**src/rtl/vstep_pkg.sv**
```systemverilog
package vstep_pkg;

  typedef enum logic [2:0] {
    PH_IDLE  = 3'd0,
    PH_SETUP = 3'd1,
    PH_HIGH  = 3'd2,
    PH_FALL  = 3'd3,
    PH_LATCH = 3'd4,
    PH_QUIET = 3'd5
  } wire_phase_e;

  typedef enum logic {
    CT_IDLE = 1'b0,
    CT_RUN  = 1'b1
  } ctrl_state_e;

endpackage

```
**src/rtl/vstep_code_sel.sv**
```systemverilog
module vstep_code_sel #(
  parameter int FREQ_W    = 20,
  parameter int DIV_W     = 12,
  parameter int LOW_KHZ   = 200000,
  parameter int MID_KHZ   = 300000,
  parameter int CODE_SLOW = 'hFFF,
  parameter int CODE_MID  = 'hDE5,
  parameter int CODE_FAST = 'h325
) (
  input  logic [FREQ_W-1:0] freq_khz_i,
  output logic [DIV_W-1:0]  code_o
);
  localparam logic [FREQ_W-1:0] LOW_T = FREQ_W'(LOW_KHZ);
  localparam logic [FREQ_W-1:0] MID_T = FREQ_W'(MID_KHZ);

  always_comb begin
    if (freq_khz_i < LOW_T)      code_o = DIV_W'(CODE_SLOW);
    else if (freq_khz_i < MID_T) code_o = DIV_W'(CODE_MID);
    else                         code_o = DIV_W'(CODE_FAST);
  end
endmodule

```
**src/rtl/vstep_step_plan.sv**
```systemverilog
module vstep_step_plan #(
  parameter int DIV_W = 12,
  parameter int STEP  = 'h100
) (
  input  logic [DIV_W-1:0] cur_i,
  input  logic [DIV_W-1:0] target_i,
  output logic [DIV_W-1:0] next_o
);
  localparam int EW = DIV_W + 2;
  localparam logic [EW-1:0] STEP_E = EW'(STEP);

  logic [EW-1:0] cur_e, tgt_e, up_e, dn_e;

  always_comb begin
    cur_e = EW'(cur_i);
    tgt_e = EW'(target_i);
    up_e  = cur_e + STEP_E;
    dn_e  = cur_e - STEP_E;
    if (up_e < tgt_e)                next_o = up_e[DIV_W-1:0];
    else if (cur_e > tgt_e + STEP_E) next_o = dn_e[DIV_W-1:0];
    else                             next_o = target_i;
  end
endmodule

```
**src/rtl/vstep_frame_shifter.sv**
```systemverilog
module vstep_frame_shifter
  import vstep_pkg::*;
#(
  parameter int DIV_W     = 12,
  parameter int PHASE_CYC = 200
) (
  input  logic             clk,
  input  logic             rst_n,
  input  logic             start_i,
  input  logic [DIV_W-1:0] code_i,
  output logic [DIV_W-1:0] word_o,
  output logic             latch_go_o,
  output logic             frame_end_o,
  output logic             ser_data_o,
  output logic             ser_clk_o,
  output logic             ser_load_o
);
  localparam int CW = (PHASE_CYC > 1) ? $clog2(PHASE_CYC) : 1;
  localparam int BW = (DIV_W > 1) ? $clog2(DIV_W) : 1;
  localparam logic [CW-1:0] CNT_LAST = CW'(PHASE_CYC - 1);
  localparam logic [BW-1:0] BIT_TOP  = BW'(DIV_W - 1);

  wire_phase_e      ph_q, ph_d;
  logic [CW-1:0]    cnt_q, cnt_d;
  logic [BW-1:0]    bit_q, bit_d;
  logic [DIV_W-1:0] sh_q, sh_d;
  logic [DIV_W-1:0] word_q, word_d;
  logic             phase_last;

  assign phase_last = (cnt_q == CNT_LAST);

  always_comb begin
    ph_d   = ph_q;
    cnt_d  = cnt_q;
    bit_d  = bit_q;
    sh_d   = sh_q;
    word_d = word_q;
    if (ph_q == PH_IDLE) begin
      if (start_i) begin
        ph_d   = PH_SETUP;
        cnt_d  = '0;
        bit_d  = BIT_TOP;
        sh_d   = code_i;
        word_d = code_i;
      end
    end else if (!phase_last) begin
      cnt_d = cnt_q + 1'b1;
    end else begin
      cnt_d = '0;
      unique case (ph_q)
        PH_SETUP: ph_d = PH_HIGH;
        PH_HIGH:  ph_d = PH_FALL;
        PH_FALL: begin
          if (bit_q == '0) begin
            ph_d = PH_LATCH;
          end else begin
            ph_d  = PH_SETUP;
            bit_d = bit_q - 1'b1;
            sh_d  = {sh_q[DIV_W-2:0], 1'b0};
          end
        end
        PH_LATCH: ph_d = PH_QUIET;
        PH_QUIET: begin
          if (start_i) begin
            ph_d   = PH_SETUP;
            bit_d  = BIT_TOP;
            sh_d   = code_i;
            word_d = code_i;
          end else begin
            ph_d = PH_IDLE;
          end
        end
        default: ph_d = PH_IDLE;
      endcase
    end
  end

  always_ff @(posedge clk or negedge rst_n) begin
    if (!rst_n) begin
      ph_q   <= PH_IDLE;
      cnt_q  <= '0;
      bit_q  <= '0;
      sh_q   <= '0;
      word_q <= '0;
    end else begin
      ph_q   <= ph_d;
      cnt_q  <= cnt_d;
      bit_q  <= bit_d;
      sh_q   <= sh_d;
      word_q <= word_d;
    end
  end

  assign word_o      = word_q;
  assign latch_go_o  = (ph_q == PH_FALL) && (bit_q == '0) && phase_last;
  assign frame_end_o = (ph_q == PH_QUIET) && phase_last;
  assign ser_clk_o   = (ph_q == PH_HIGH);
  assign ser_load_o  = (ph_q == PH_LATCH);
  assign ser_data_o  = ((ph_q == PH_SETUP) || (ph_q == PH_HIGH) || (ph_q == PH_FALL))
                       ? sh_q[DIV_W-1] : 1'b0;

  assert_clk_load_apart_R7: assert property (@(posedge clk) disable iff (!rst_n)
    !(ser_clk_o && ser_load_o));

  assert_data_steady_high_R5: assert property (@(posedge clk) disable iff (!rst_n)
    ser_clk_o |-> $stable(ser_data_o));

  assert_phase_count_R6: assert property (@(posedge clk) disable iff (!rst_n)
    cnt_q <= CNT_LAST);

  assert_load_len_R7: assert property (@(posedge clk) disable iff (!rst_n)
    $fell(ser_load_o) |-> (ph_q == PH_QUIET));
endmodule

```
**src/rtl/vreg_step_loader.sv**
```systemverilog
module vreg_step_loader
  import vstep_pkg::*;
#(
  parameter int CLK_MHZ   = 200,
  parameter int PHASE_US  = 1,
  parameter int FREQ_W    = 20,
  parameter int DIV_W     = 12,
  parameter int STEP      = 'h100,
  parameter int LOW_KHZ   = 200000,
  parameter int MID_KHZ   = 300000,
  parameter int CODE_SLOW = 'hFFF,
  parameter int CODE_MID  = 'hDE5,
  parameter int CODE_FAST = 'h325
) (
  input  logic              clk,
  input  logic              rst_n,
  input  logic              start_i,
  input  logic [FREQ_W-1:0] freq_khz_i,
  input  logic              force_i,
  output logic              ser_data_o,
  output logic              ser_clk_o,
  output logic              ser_load_o,
  output logic              busy_o,
  output logic              done_o,
  output logic [DIV_W-1:0]  cur_div_o
);
  localparam int PHASE_CYC = CLK_MHZ * PHASE_US;

  // reset: asserted asynchronously, released on a clock edge
  logic [1:0] rst_pipe_q;
  logic       rst_int_n;

  always_ff @(posedge clk or negedge rst_n) begin
    if (!rst_n) rst_pipe_q <= 2'b00;
    else        rst_pipe_q <= {rst_pipe_q[0], 1'b1};
  end
  assign rst_int_n = rst_pipe_q[1];

  ctrl_state_e      st_q, st_d;
  logic [DIV_W-1:0] target_q, target_d;
  logic [DIV_W-1:0] cur_q, cur_d;
  logic             done_q, done_d;
  logic             forced_q, forced_d;

  logic [DIV_W-1:0] sel_code, plan_src, plan_tgt, plan_code, sh_code, sh_word;
  logic             sh_start, latch_go, frame_end;
  logic             accept, chain;

  vstep_code_sel #(
    .FREQ_W(FREQ_W), .DIV_W(DIV_W), .LOW_KHZ(LOW_KHZ), .MID_KHZ(MID_KHZ),
    .CODE_SLOW(CODE_SLOW), .CODE_MID(CODE_MID), .CODE_FAST(CODE_FAST)
  ) u_sel (
    .freq_khz_i (freq_khz_i),
    .code_o     (sel_code)
  );

  assign plan_src = cur_q;
  assign plan_tgt = (st_q == CT_IDLE) ? sel_code : target_q;

  vstep_step_plan #(.DIV_W(DIV_W), .STEP(STEP)) u_plan (
    .cur_i    (plan_src),
    .target_i (plan_tgt),
    .next_o   (plan_code)
  );

  assign accept   = (st_q == CT_IDLE) && start_i;
  assign chain    = (st_q == CT_RUN) && frame_end && (cur_q != target_q);
  assign sh_start = accept || chain;
  assign sh_code  = (accept && force_i) ? sel_code : plan_code;

  vstep_frame_shifter #(.DIV_W(DIV_W), .PHASE_CYC(PHASE_CYC)) u_shift (
    .clk         (clk),
    .rst_n       (rst_int_n),
    .start_i     (sh_start),
    .code_i      (sh_code),
    .word_o      (sh_word),
    .latch_go_o  (latch_go),
    .frame_end_o (frame_end),
    .ser_data_o  (ser_data_o),
    .ser_clk_o   (ser_clk_o),
    .ser_load_o  (ser_load_o)
  );

  always_comb begin
    st_d     = st_q;
    target_d = target_q;
    cur_d    = cur_q;
    done_d   = 1'b0;
    forced_d = forced_q;
    if (latch_go) cur_d = sh_word;
    if (accept) begin
      st_d     = CT_RUN;
      target_d = sel_code;
      forced_d = force_i;
    end else if (chain) begin
      forced_d = 1'b0;
    end else if ((st_q == CT_RUN) && frame_end) begin
      st_d   = CT_IDLE;
      done_d = 1'b1;
    end
  end

  always_ff @(posedge clk or negedge rst_int_n) begin
    if (!rst_int_n) begin
      st_q     <= CT_IDLE;
      target_q <= DIV_W'(CODE_SLOW);
      cur_q    <= DIV_W'(CODE_SLOW);
      done_q   <= 1'b0;
      forced_q <= 1'b0;
    end else begin
      st_q     <= st_d;
      target_q <= target_d;
      cur_q    <= cur_d;
      done_q   <= done_d;
      forced_q <= forced_d;
    end
  end

  assign busy_o    = (st_q == CT_RUN);
  assign done_o    = done_q;
  assign cur_div_o = cur_q;

  assert_done_when_idle_R10: assert property (@(posedge clk) disable iff (!rst_int_n)
    done_o |-> !busy_o);

  assert_done_single_R10: assert property (@(posedge clk) disable iff (!rst_int_n)
    done_o |=> !done_o);

  assert_target_held_R9: assert property (@(posedge clk) disable iff (!rst_int_n)
    (busy_o && $past(busy_o)) |-> $stable(target_q));

  assert_bounded_move_R2: assert property (@(posedge clk) disable iff (!rst_int_n)
    (!$stable(cur_q) && !forced_q) |->
      ((int'(cur_q) - int'($past(cur_q)) <= STEP) &&
       (int'($past(cur_q)) - int'(cur_q) <= STEP)));

  assert_done_on_target_R4: assert property (@(posedge clk) disable iff (!rst_int_n)
    done_o |-> (cur_q == target_q));
endmodule

```
**config.mk**
```make
export PLATFORM = sky130hd
export DESIGN_NAME = vreg_step_loader
export DESIGN_NICKNAME = d
export VERILOG_FILES = /design/src/rtl/vstep_pkg.sv /design/src/rtl/vstep_code_sel.sv /design/src/rtl/vstep_step_plan.sv /design/src/rtl/vstep_frame_shifter.sv /design/src/rtl/vreg_step_loader.sv
export SDC_FILE = /design/constraint.sdc
export NUM_CORES = 1
export LEC_CHECK = 0
export BUFFER_PORTS_ARGS = -buffer_cell sky130_fd_sc_hd__buf_2
export CAP_MARGIN = 20
export CORE_ASPECT_RATIO = 1.1
export CORE_UTILIZATION = 55
export CTS_BUF_LIST = sky130_fd_sc_hd__clkbuf_8
export DETAILED_ROUTE_END_ITERATION = 8
export GPL_TIMING_DRIVEN = 1
export HOLD_SLACK_MARGIN = 0.08
export PLACE_DENSITY = 0.75
export SYNTH_ARGS = -nofsm -noshare
export SYNTH_HDL_FRONTEND = slang
export SYNTH_SLANG_ARGS = --single-unit
```
**constraint.sdc**
```tcl
create_clock -name clk -period 2.2 [get_ports clk]
set_clock_uncertainty 0.05 [all_clocks]
set_input_delay 0.33 -clock clk [delete_from_list [all_inputs] [get_ports clk]]
set_output_delay 0.33 -clock clk [all_outputs]
set_load 0.01 [all_outputs]
```
# ---- Word-level counts from Yosys, hierarchy flattened
# Cells that the tools add are included.
dict set report classes {
  n_addsub 5
  order_cmp 4
  n_eq_ne 10
  mux 36
  bitwise 1
  n_reduce_logical 20
}
# cell count
set op_table {}
lappend op_table {{$mux 12} 14}
lappend op_table {{$add 12x9->13 const B} 2}
lappend op_table {{$mux 8} 3}
lappend op_table {{$pmux 12 s2} 1}
lappend op_table {{$lt 20x18->1 const B} 1}
lappend op_table {{$lt 20x19->1 const B} 1}
lappend op_table {{$mux 4} 4}
lappend op_table {{$pmux 3 s5} 1}
lappend op_table {{$gt 12x14->1} 1}
lappend op_table {{$lt 14x12->1} 1}
lappend op_table {{$mux 3} 4}
lappend op_table {{$ne 12x12->1} 1}
lappend op_table {{$sub 12x9->12 const B} 1}
lappend op_table {{$add 8x1->8 const B} 1}
lappend op_table {{$eq 8x8->1 const B} 1}
lappend op_table {{$mux 1} 8}
lappend op_table {{$pmux 4 s2} 1}
lappend op_table {{$logic_and 1x1->1} 7}
lappend op_table {{$eq 3x2->1 const B} 2}
lappend op_table {{$eq 3x3->1 const B} 2}
lappend op_table {{$reduce_and 2->1} 3}
lappend op_table {{$reduce_bool 2->1} 3}
lappend op_table {{$logic_not 4->1} 1}
lappend op_table {{$sub 4x1->4 const B} 1}
lappend op_table {{9 further kinds} 11}
dict set report totals {
  ff_bits 67
  input_bits 24
}

# ---- Depth between registers and ports, before layout
# Gate-level depths: netlist (run 1).
dict set report depth {
  depth_word 13
  depth_mapped 15
  depth_no_buf 15
}

# ---- Hierarchy
# From an unflattened synthesis (run 1), not the netlist that was laid out.
dict set report unflattened {
  cells_unflattened 414
  area_unflattened_um2 4673.2
}
# module instances cells_each area_each_um2 seq_area_each_um2
set modules_own_cells {}
lappend modules_own_cells {vstep_frame_shifter 1 186 2142.1 975.9}
lappend modules_own_cells {vreg_step_loader 1 105 1581.5 730.7}
lappend modules_own_cells {vstep_step_plan 1 94 780.7 0.0}
lappend modules_own_cells {vstep_code_sel 1 29 168.9 0.0}

# ---- Worst setup path after synthesis (run 1)
# Ideal clock, no wire load.
dict set report synth_path {
  path_type {input-to-reg}
  startpoint {input port freq_khz_i[19]}
  endpoint {register u_shift.sh_q[9]}
  setup_time_ns 0.134
  arrival_ns 3.361
  t_required_ns 2.016
  setup_slack_ns -1.345
  cell_stages 12
  path_buffers 0
  cell_sequence {nor3_1 > a21oi_1 > a31o_2 > o31ai_1 > fa_1 > and4b_1 > a221oi_2 > o21ai_1 > o211a_1 > mux2_2 > o31ai_1 > o21ai_0}
}
dict set report synth_via {
  elab_chain_cells 13
  word_cells_on_any_way 15
  classes_between {add/sub (1); order compare (4); mux (10)}
}
# element line
set synth_rtl {}
lappend synth_rtl {{start, declared} vreg_step_loader.sv:18} ;# input logic [FREQ_W-1:0] freq_khz_i,
lappend synth_rtl {{$lt 20x19->1} vstep_code_sel.sv:18} ;# else if (freq_khz_i < MID_T) code_o = DIV_W'(CODE_MID);
lappend synth_rtl {{$mux 12} vstep_code_sel.sv:18}
lappend synth_rtl {{$mux 12 (*)} vstep_code_sel.sv:17} ;# if (freq_khz_i < LOW_T) code_o = DIV_W'(CODE_SLOW);
lappend synth_rtl {{$mux 12} vreg_step_loader.sv:58} ;# assign plan_tgt = (st_q == CT_IDLE) ? sel_code : target_q;
lappend synth_rtl {{$add 12x9->13} vstep_step_plan.sv:20} ;# else if (cur_e > tgt_e + STEP_E) next_o = dn_e[DIV_W-1:0];
lappend synth_rtl {{$gt 12x14->1} vstep_step_plan.sv:20}
lappend synth_rtl {{$mux 12} vstep_step_plan.sv:20}
lappend synth_rtl {{$mux 12} vstep_step_plan.sv:19} ;# if (up_e < tgt_e) next_o = up_e[DIV_W-1:0];
lappend synth_rtl {{$mux 12 (*)} vreg_step_loader.sv:69} ;# assign sh_code = (accept && force_i) ? sel_code : plan_code;
lappend synth_rtl {{$mux 12 (*)} {vstep_frame_shifter.sv:39, vstep_frame_shifter.sv:64}}
lappend synth_rtl {{$pmux 12 s2} vstep_frame_shifter.sv:50} ;# unique case (ph_q)
lappend synth_rtl {{$mux 12} vstep_frame_shifter.sv:46} ;# end else if (!phase_last) begin
lappend synth_rtl {{$mux 12 (*)} vstep_frame_shifter.sv:38} ;# if (ph_q == PH_IDLE) begin
lappend synth_rtl {{end signal, assigned} vstep_frame_shifter.sv:83} ;# sh_q <= '0;
lappend synth_rtl {{end signal, assigned} vstep_frame_shifter.sv:89} ;# sh_q <= sh_d;
lappend synth_rtl {{end, declared} vstep_frame_shifter.sv:26} ;# logic [DIV_W-1:0] sh_q, sh_d;
# Every way passes the cells marked *; elsewhere a longest branch is shown, timed or not. The select of a mux whose other input is x is not followed.
# A chain may end at the register's enable or synchronous reset.

# ---- Final worst setup path (run 1)
dict set report layout_path {
  startpoint {input port freq_khz_i[13]}
  endpoint {register u_shift.word_q[11] (netlist: u_shift.word_o[11])}
}
dict set report layout_via {
  elab_chain_cells 13
  word_cells_on_any_way 15
  classes_between {add/sub (1); order compare (4); mux (10)}
}
# element line
set layout_rtl {}
lappend layout_rtl {{$lt 20x19->1} vstep_code_sel.sv:18}
lappend layout_rtl {{$mux 12} vstep_code_sel.sv:18}
lappend layout_rtl {{$mux 12 (*)} vstep_code_sel.sv:17}
lappend layout_rtl {{$mux 12} vreg_step_loader.sv:58}
lappend layout_rtl {{$add 12x9->13} vstep_step_plan.sv:20}
lappend layout_rtl {{$gt 12x14->1} vstep_step_plan.sv:20}
lappend layout_rtl {{$mux 12} vstep_step_plan.sv:20}
lappend layout_rtl {{$mux 12} vstep_step_plan.sv:19}
lappend layout_rtl {{$mux 12 (*)} vreg_step_loader.sv:69}
lappend layout_rtl {{$mux 12 (*)} {vstep_frame_shifter.sv:39, vstep_frame_shifter.sv:64}}
lappend layout_rtl {{$mux 12} vstep_frame_shifter.sv:50}
lappend layout_rtl {{$mux 12} vstep_frame_shifter.sv:46}
lappend layout_rtl {{$mux 12 (*)} vstep_frame_shifter.sv:38}
lappend layout_rtl {{end signal, assigned} vstep_frame_shifter.sv:90} ;# word_q <= word_d;
lappend layout_rtl {{end, declared} vstep_frame_shifter.sv:27} ;# logic [DIV_W-1:0] word_q, word_d;
# Marks and branches as above.

==> metrics, run 1 <==
share of cells above drive strength 1=43.31%; fmax=323.2 MHz; Net Switching=517.3 uW; port bufs=35; Switching Share=24.13%; reg-to-reg startpoint=busy_o$_DFFE_PN0P_; crit path time final=3094 ps; vias per inst=between 5 and 6; Max transition margin=~54%; Synthesis Warnings=0; H-tree Lvls=3; sequential power share=50.5%; syn_nets=423; Final Cycle Share=140.6%; Clock Path Buffers=2; routed vias=3,425; clk slew on worst S/H paths=approximately 60 ps; final setup fails=34; Critical Path Source Type=input port; post-synth top area share=30.94%; setup TNS=-18,540 ps; top_reg_cell synth=dfrtp_1; Cells after DPL=560; largest net degree at the start of global routing=between 50 and 60; r2r endpoint=u_shift.word_o[11]$_DFFE_PN0P_; Pint=1.627 mW; Syn Inst Count=380; cts bufs inserted=9; P_leak=2.329 nW; DRC violations left=0; first-pass detailed-route iteration total=5; crit path DAT=3270 ps; Logic pwr share=9.2%; GR Overflow Total=0; mean post-synth cell area=9.154 um^2; first-pass GRT wire length=15,810 um; Die Ht=around 85 um; CTS tree=yes; vias in the first global route=3,330; Post-DP HPWL=7181 um; max-cap violations=0; clk_lat worst skew=340 ps; Die X-Extent=77.83 um; dominant cells by area after synthesis=dfrtp_1 (31%), dfstp_2 (11%), ha_1 (6.5%); Final Max Slew Viols=0; row cnt=30; failing checks=negative setup slack; final-report hold violation count=0; pwr/cell area=439.3 nW/um^2; R2R Setup Slk=-870 ps; EDFF count, synth=0; # clock sinks=58; Worst-Margin Slew=roughly 690 ps; Hold Path End=busy_o$_DFFE_PN0P_; Antenna diodes=0; drt total wl=9745 um; post-synthesis sequential area ratio=between 40 and 50%; Setup CP Type=input port to register; initial antenna violation count=0; Critical Path Sink Type=register; outcome=complete, but fails checks; crit-path max FO=3; layout overhead on the synthesized area=40.32%; cells on worst reg2reg path=9; Initial Util=56.50%; count of non-filler cells in the finished layout=588; WP data required=2380 ps; Final Wtd Congestion=between 0.9 and 1; Cell Area, Synth=around 3500 um^2; Yosys reg bits=58; die area=around 6600 um^2; Min-Delay Startpoint=start_i; I/O pins=41; Synth area leader=dfrtp_1; DRT iter0 DRCs=between 200 and 250; GRT Total Usage=31.06%; setup ws final=-894.1 ps; CTS root buf=clkbuf_8; Min-Delay Path Depth=3; DRT antenna net count=0; Yosys cell types=61; Worst Hold Class=input port to register; RSZ-0062 raised after global routing=yes; clock power share=between 40% and 50%; Synth async-reset ratio=100.0%; worst vdd rail ir drop=about 0.00063 V; WL/cell=16.57 um; Core ar.=6156 um^2; nets=546
## synth_stat cells, drive strengths merged, types with 3 or more instances
| cell type | instances |
|---|---|
| and3 | 7 |
| buf | 8 |
| clkbuf | 7 |
| and2 | 3 |
| nor2 | 32 |
| dfrtp | 43 |
| o21ai | 37 |
| o31ai | 6 |
| nor4 | 5 |
| inv | 14 |
| a21oi | 26 |
| ha | 18 |
| a22o | 4 |
| o21a | 3 |
| a21o | 5 |
| nand4 | 8 |
| a22oi | 5 |
| nand3b | 3 |
| nand2b | 9 |
| a32oi | 4 |
| nand3 | 11 |
| mux2 | 13 |
| nor3 | 11 |
| nand2 | 46 |
| dfstp | 15 |
## worst max-delay path by stage
stage,start,endpoint,slack [ps],depth (start not counted)
floorplan,freq_khz_i[19],u_shift.sh_q[9]$_DFFE_PN0P_,-980,12
global placement,freq_khz_i[13],u_shift.word_o[11]$_DFFE_PN0P_,-1210,13
detailed placement,freq_khz_i[13],u_shift.sh_q[9]$_DFFE_PN0P_,-1240,13
CTS,freq_khz_i[19],u_shift.sh_q[9]$_DFFE_PN0P_,-820,13
global route,freq_khz_i[19],u_shift.word_o[11]$_DFFE_PN0P_,-1050,13
finish,freq_khz_i[13],u_shift.word_o[11]$_DFFE_PN0P_,-890,16
## flip-flops by register name, summed over array words and instances, names as in the netlist, 2 cells and up
name and cells:
cur_div_o 12, rst_pipe_q 2, target_q 3, u_shift.bit_q 4, u_shift.cnt_q 8, u_shift.ph_q 3, u_shift.sh_q 12, u_shift.word_o 12
## cell families after synthesis
family | synth area share (%)
AO/OA/AOI/OAI | 20.54
XOR/XNOR | 1.007
adder cells (fa/ha/maj) | 7.050
buffers and inverters | 3.705
flip-flops | 42.27
multiplexers | 4.784
other | 0.1078
AND/OR/NAND/NOR | 20.54
## power groups by stage
stage | sequential [mW] | clock [mW] | combinational, mW
6_report | 1.08 | 0.866 | 0.196
4_1_cts | 1.08 | 0.882 | 0.184
3_3_place_gp | 1.10 | 0 | 0.163
5_1_grt | 1.08 | 0.919 | 0.215
2_1_floorplan | 1.11 | 0 | 0.0721
3_5_place_dp | 1.10 | 0 | 0.169
## layout make-up
class | count | area [um^2]
multi-input combinational | 293 | 2158
clock buffer | 11 | 151.4
sequential | 58 | 1471
timing repair buffer | 127 | 923.4
fill | 415 | 1275
inverter | 14 | 52.55
clock inverter | 5 | 23.77
tap | 80 | 100.1
## worst max-delay path, cell delays in order
cell,delay [ps]
buf_2,120
nor4_2,290
o21ai_1,140
nor2_2,200
o31ai_4,110
fa_1,510
and4b_1,230
nand3_1,120
buf_4,150
o21ai_1,160
buf_4,130
buf_4,100
nor2_2,50
a32oi_1,200
nand4_1,200
a22o_1,230
## per-layer routing
metal	global-route usage, %	routed length, um	vias up
met3	6.344	477	25
met4	10.98	237	0
met1	39.97	4345	1658
li1	-	-	1637
met5	0	0	-
met2	51.97	4685	105
## cells in the final DEF, fill, tap and decap left out, types with 3 or more instances in the layout
| master | count |
|---|---|
| nand2_1 | 43 |
| a22o_1 | 3 |
| o21ai_1 | 11 |
| dfrtp_1 | 42 |
| nand3_1 | 10 |
| buf_6 | 8 |
| nand2b_1 | 9 |
| a32oi_1 | 4 |
| nor3_1 | 7 |
| a21oi_2 | 8 |
| ha_1 | 17 |
| nor2_1 | 29 |
| mux2_2 | 13 |
| a22oi_1 | 3 |
| and2_1 | 3 |
| nand4_1 | 8 |
| clkbuf_8 | 11 |
| nand2_2 | 3 |
| buf_4 | 83 |
| o31ai_4 | 3 |
| inv_1 | 16 |
| and3_1 | 6 |
| nand3b_1 | 3 |
| o21a_1 | 3 |
| o21ai_0 | 21 |
| dfstp_2 | 15 |
| o21ai_2 | 5 |
| buf_2 | 33 |
| a21o_1 | 5 |
| a21oi_1 | 17 |
## stage by stage
stage	worst slack, ps	util [%]	power [mW]	hold WS (ps)	instance area (um^2)
after floorplan	-975.6	-	1.187	-15.59	3525
after global placement	-1205	70.47	1.263	64.27	4338
after detailed placement	-1244	70.47	1.269	71.54	4338
after CTS	-817.9	76.22	2.148	191.4	4692
after global routing	-1050	79.29	2.216	200.2	4881
final	-894.1	79.29	2.144	200.0	4881
## repair_timing
item	in CTS	in global routing
resized for setup	34	32
setup endpoints to repair	35	36
hold buffers	1	0
hold endpoints to repair	2	0
buffers inserted	6	5
pin swaps	22	15
Note: power is estimated with default switching activity, not from simulation.
==> run 2: changes to the inputs <==
--- a/config.mk
+++ b/config.mk
@@ -14,6 +14,7 @@
 export GPL_TIMING_DRIVEN = 1
 export HOLD_SLACK_MARGIN = 0.08
 export PLACE_DENSITY = 0.75
+export SKIP_LAST_GASP = 1
 export SYNTH_ARGS = -nofsm -noshare
 export SYNTH_HDL_FRONTEND = slang
 export SYNTH_SLANG_ARGS = --single-unit
==> run 2 against run 1 <==
  * The flow still finishes with violations (negative setup slack)
  * Via count hardly changed
  * Sequential power hardly changed
  * Fmax is 0.39% higher
  * Clock power hardly changed
  * Non-clock buffer count stayed put
  * First-iteration DRC count is 16% higher
  * Final cell count stayed put
  * Utilization is 0.49 points lower
  * Sequential share of layout area is 0.19 points higher
  * Design area is 0.62% lower
  * Largest power group unchanged
  * Highest routed layer unchanged
==> metrics, run 2 (same netlist as run 1, synthesis figures left out) <==
Switching Share=24.25%; row cnt=30; Final Max Slew Viols=0; area of the multi-input gates=between 2000 and 2500 um^2; Antenna diodes=0; pwr/cell area=442.5 nW/um^2; clock power share=40.5%; clk_lat worst skew=340 ps; CTS root buf=clkbuf_8; H-tree Lvls=3; largest net degree at the start of global routing=57; Min-Delay Path Depth=3; sequential cell area=around 1500 um^2; GRT Total Usage=a little under a third; M2 GR Usage=51.97%; WP data required=2380 ps; setup ws final=-882.1 ps; nets=546; port bufs=35; Worst-Margin Slew=691.4 ps; CTS tree=yes; first-pass detailed-route iteration total=6; vias in the first global route=3,330; Final Cycle Share=140.1%; cells on worst reg2reg path=9; DRT iter0 DRCs=279; Final Wtd Congestion=0.9404; most common cell after layout, fill and taps aside=buf_4; initial antenna violation count=0; Core ar.=6156 um^2; Net Switching=520.5 uW; leading cell types in the layout, fill and taps excluded=buf_4 (83), nand2_1 (44), dfrtp_1 (42); fill count=423; Setup CP Type=input port to register; CP max stage cell=fa_1; crit-path max FO=4; GR Overflow Total=0; outcome=complete, but fails checks; crit path DAT=3270 ps; met1 Usage GRT=39.97%; RSZ-0062 raised after global routing=yes; Max transition margin=53.91%; final-report hold violation count=0; die area=6647 um^2; drt total wl=9772 um; count of non-filler cells in the finished layout=just under 600; crit path time final=3082 ps; GRT met3 Usage=6.344%; Max stage delay on crit path=460 ps; Die X-Extent=approximately 80 um; DRC violations left=0; max-cap violations=0; share of cells above drive strength 1=a little over two fifths; Post-DP HPWL=roughly 7200 um; I/O pins=41; cts bufs inserted=9; worst vdd rail ir drop=around 0.00063 V; Overall Power=around 2.1 mW; vias per inst=5.821; routed vias=3,423; WP buf/inv=1; critical-path cell list=buf_6, nor3_4, a21oi_1, a31o_2, o31ai_4, fa_1, and4b_1, a221oi_2, o21a_1, o211ai_1, o32ai_1, nand4_1, a22o_1; Clock Path Buffers=2; Worst path top cell family by delay=compound AO/OA/AOI/OAI gates; Cells after DPL=560; DRT antenna net count=0; utilization after layout=78.80%; layout overhead on the synthesized area=39.46%; # clock sinks=58; Initial Util=56.50%; Die Ht=85.41 um; sequential power share=50.4%; clk slew on worst S/H paths=approximately 60 ps; P_leak=2.324 nW; Critical Path Sink Type=register; Pint=1.626 mW; Worst Hold Class=input port to register; final setup fails=34; critical path depth=13; Logic pwr share=a little under a tenth; busiest grt layer=met2; failing checks=negative setup slack; WL/cell=around 17 um; Place WS=-1244 ps; Critical Path Source Type=input port; fmax=324.5 MHz; first-pass GRT wire length=15,810 um
[run 2: cell counts in the layout (fill, tap and decap cells not counted)]
No cell type changed its count.
[run 2: metal layers]
metal / up-vias / wire, um
li1: 1631 / -
met3: 20 / 528
met1: 1660 / 4333
met4: 0 / 203
met2: 112 / 4706
met5: - / 0
[run 2: worst paths after layout]
check	from	end	slack (ps)
worst max-delay path	freq_khz_i[19]	u_shift.word_o[11]$_DFFE_PN0P_	-880
worst min-delay path	start_i	busy_o$_DFFE_PN0P_	190
worst max register to register	busy_o$_DFFE_PN0P_	u_shift.word_o[11]$_DFFE_PN0P_	-860
worst min register to register	rst_pipe_q[0]$_DFF_PN0_	rst_pipe_q[1]$_DFF_PN0_	310
max in group asynchronous	rst_pipe_q[1]$_DFF_PN0_	u_shift.word_o[9]$_DFFE_PN0P_	1280
min in group asynchronous	rst_n	rst_pipe_q[0]$_DFF_PN0_	250
[run 2: power groups by stage]
stage / Sequential, mW / Combinational, mW / Clock (mW)
finish: 1.08 / 0.196 / 0.869
global route: 1.08 / 0.214 / 0.919
CTS: 1.08 / 0.184 / 0.882
detailed placement: 1.10 / 0.169 / 0
global placement: 1.10 / 0.163 / 0
floorplan: 1.11 / 0.0721 / 0
[run 2: stage by stage]
| stage | hold WS (ps) | TNS, ps | cell area (um^2) |
|---|---|---|---|
| after detailed placement | 71.54 | -28690 | 4338 |
| after floorplan | -15.59 | -18520 | 3525 |
| after CTS | 191.4 | -17610 | 4692 |
| after global placement | 64.27 | -27440 | 4338 |
| after global routing | 200.2 | -23090 | 4851 |
| final | 194.9 | -18120 | 4851 |
[run 2: worst register-to-register path, delay by kind of cell, from the launching register on]
family | cells | cell delay [ps]
and+or+nand+nor | 2 | 440
adders and majority gates | 1 | 460
DFF | 1 | 480
AOI/OAI and AO/OA | 6 | 1530
[run 2: cell type report]
type / instances / area share [%]
timing repair buffer: 127 / 18.96
tap: 80 / 2.063
inverter: 14 / 1.083
sequential: 58 / 30.33
clock buffer: 11 / 3.121
clock inverter: 5 / 0.4901
multi-input combinational: 293 / 43.95
[run 2: repair_timing]
action,in CTS,in global routing
hold buffers,1,0
gates resized for setup,34,24
buffers inserted,6,5
pin swaps,22,15
endpoints found under the setup margin,35,36
hold endpoints to repair,2,0
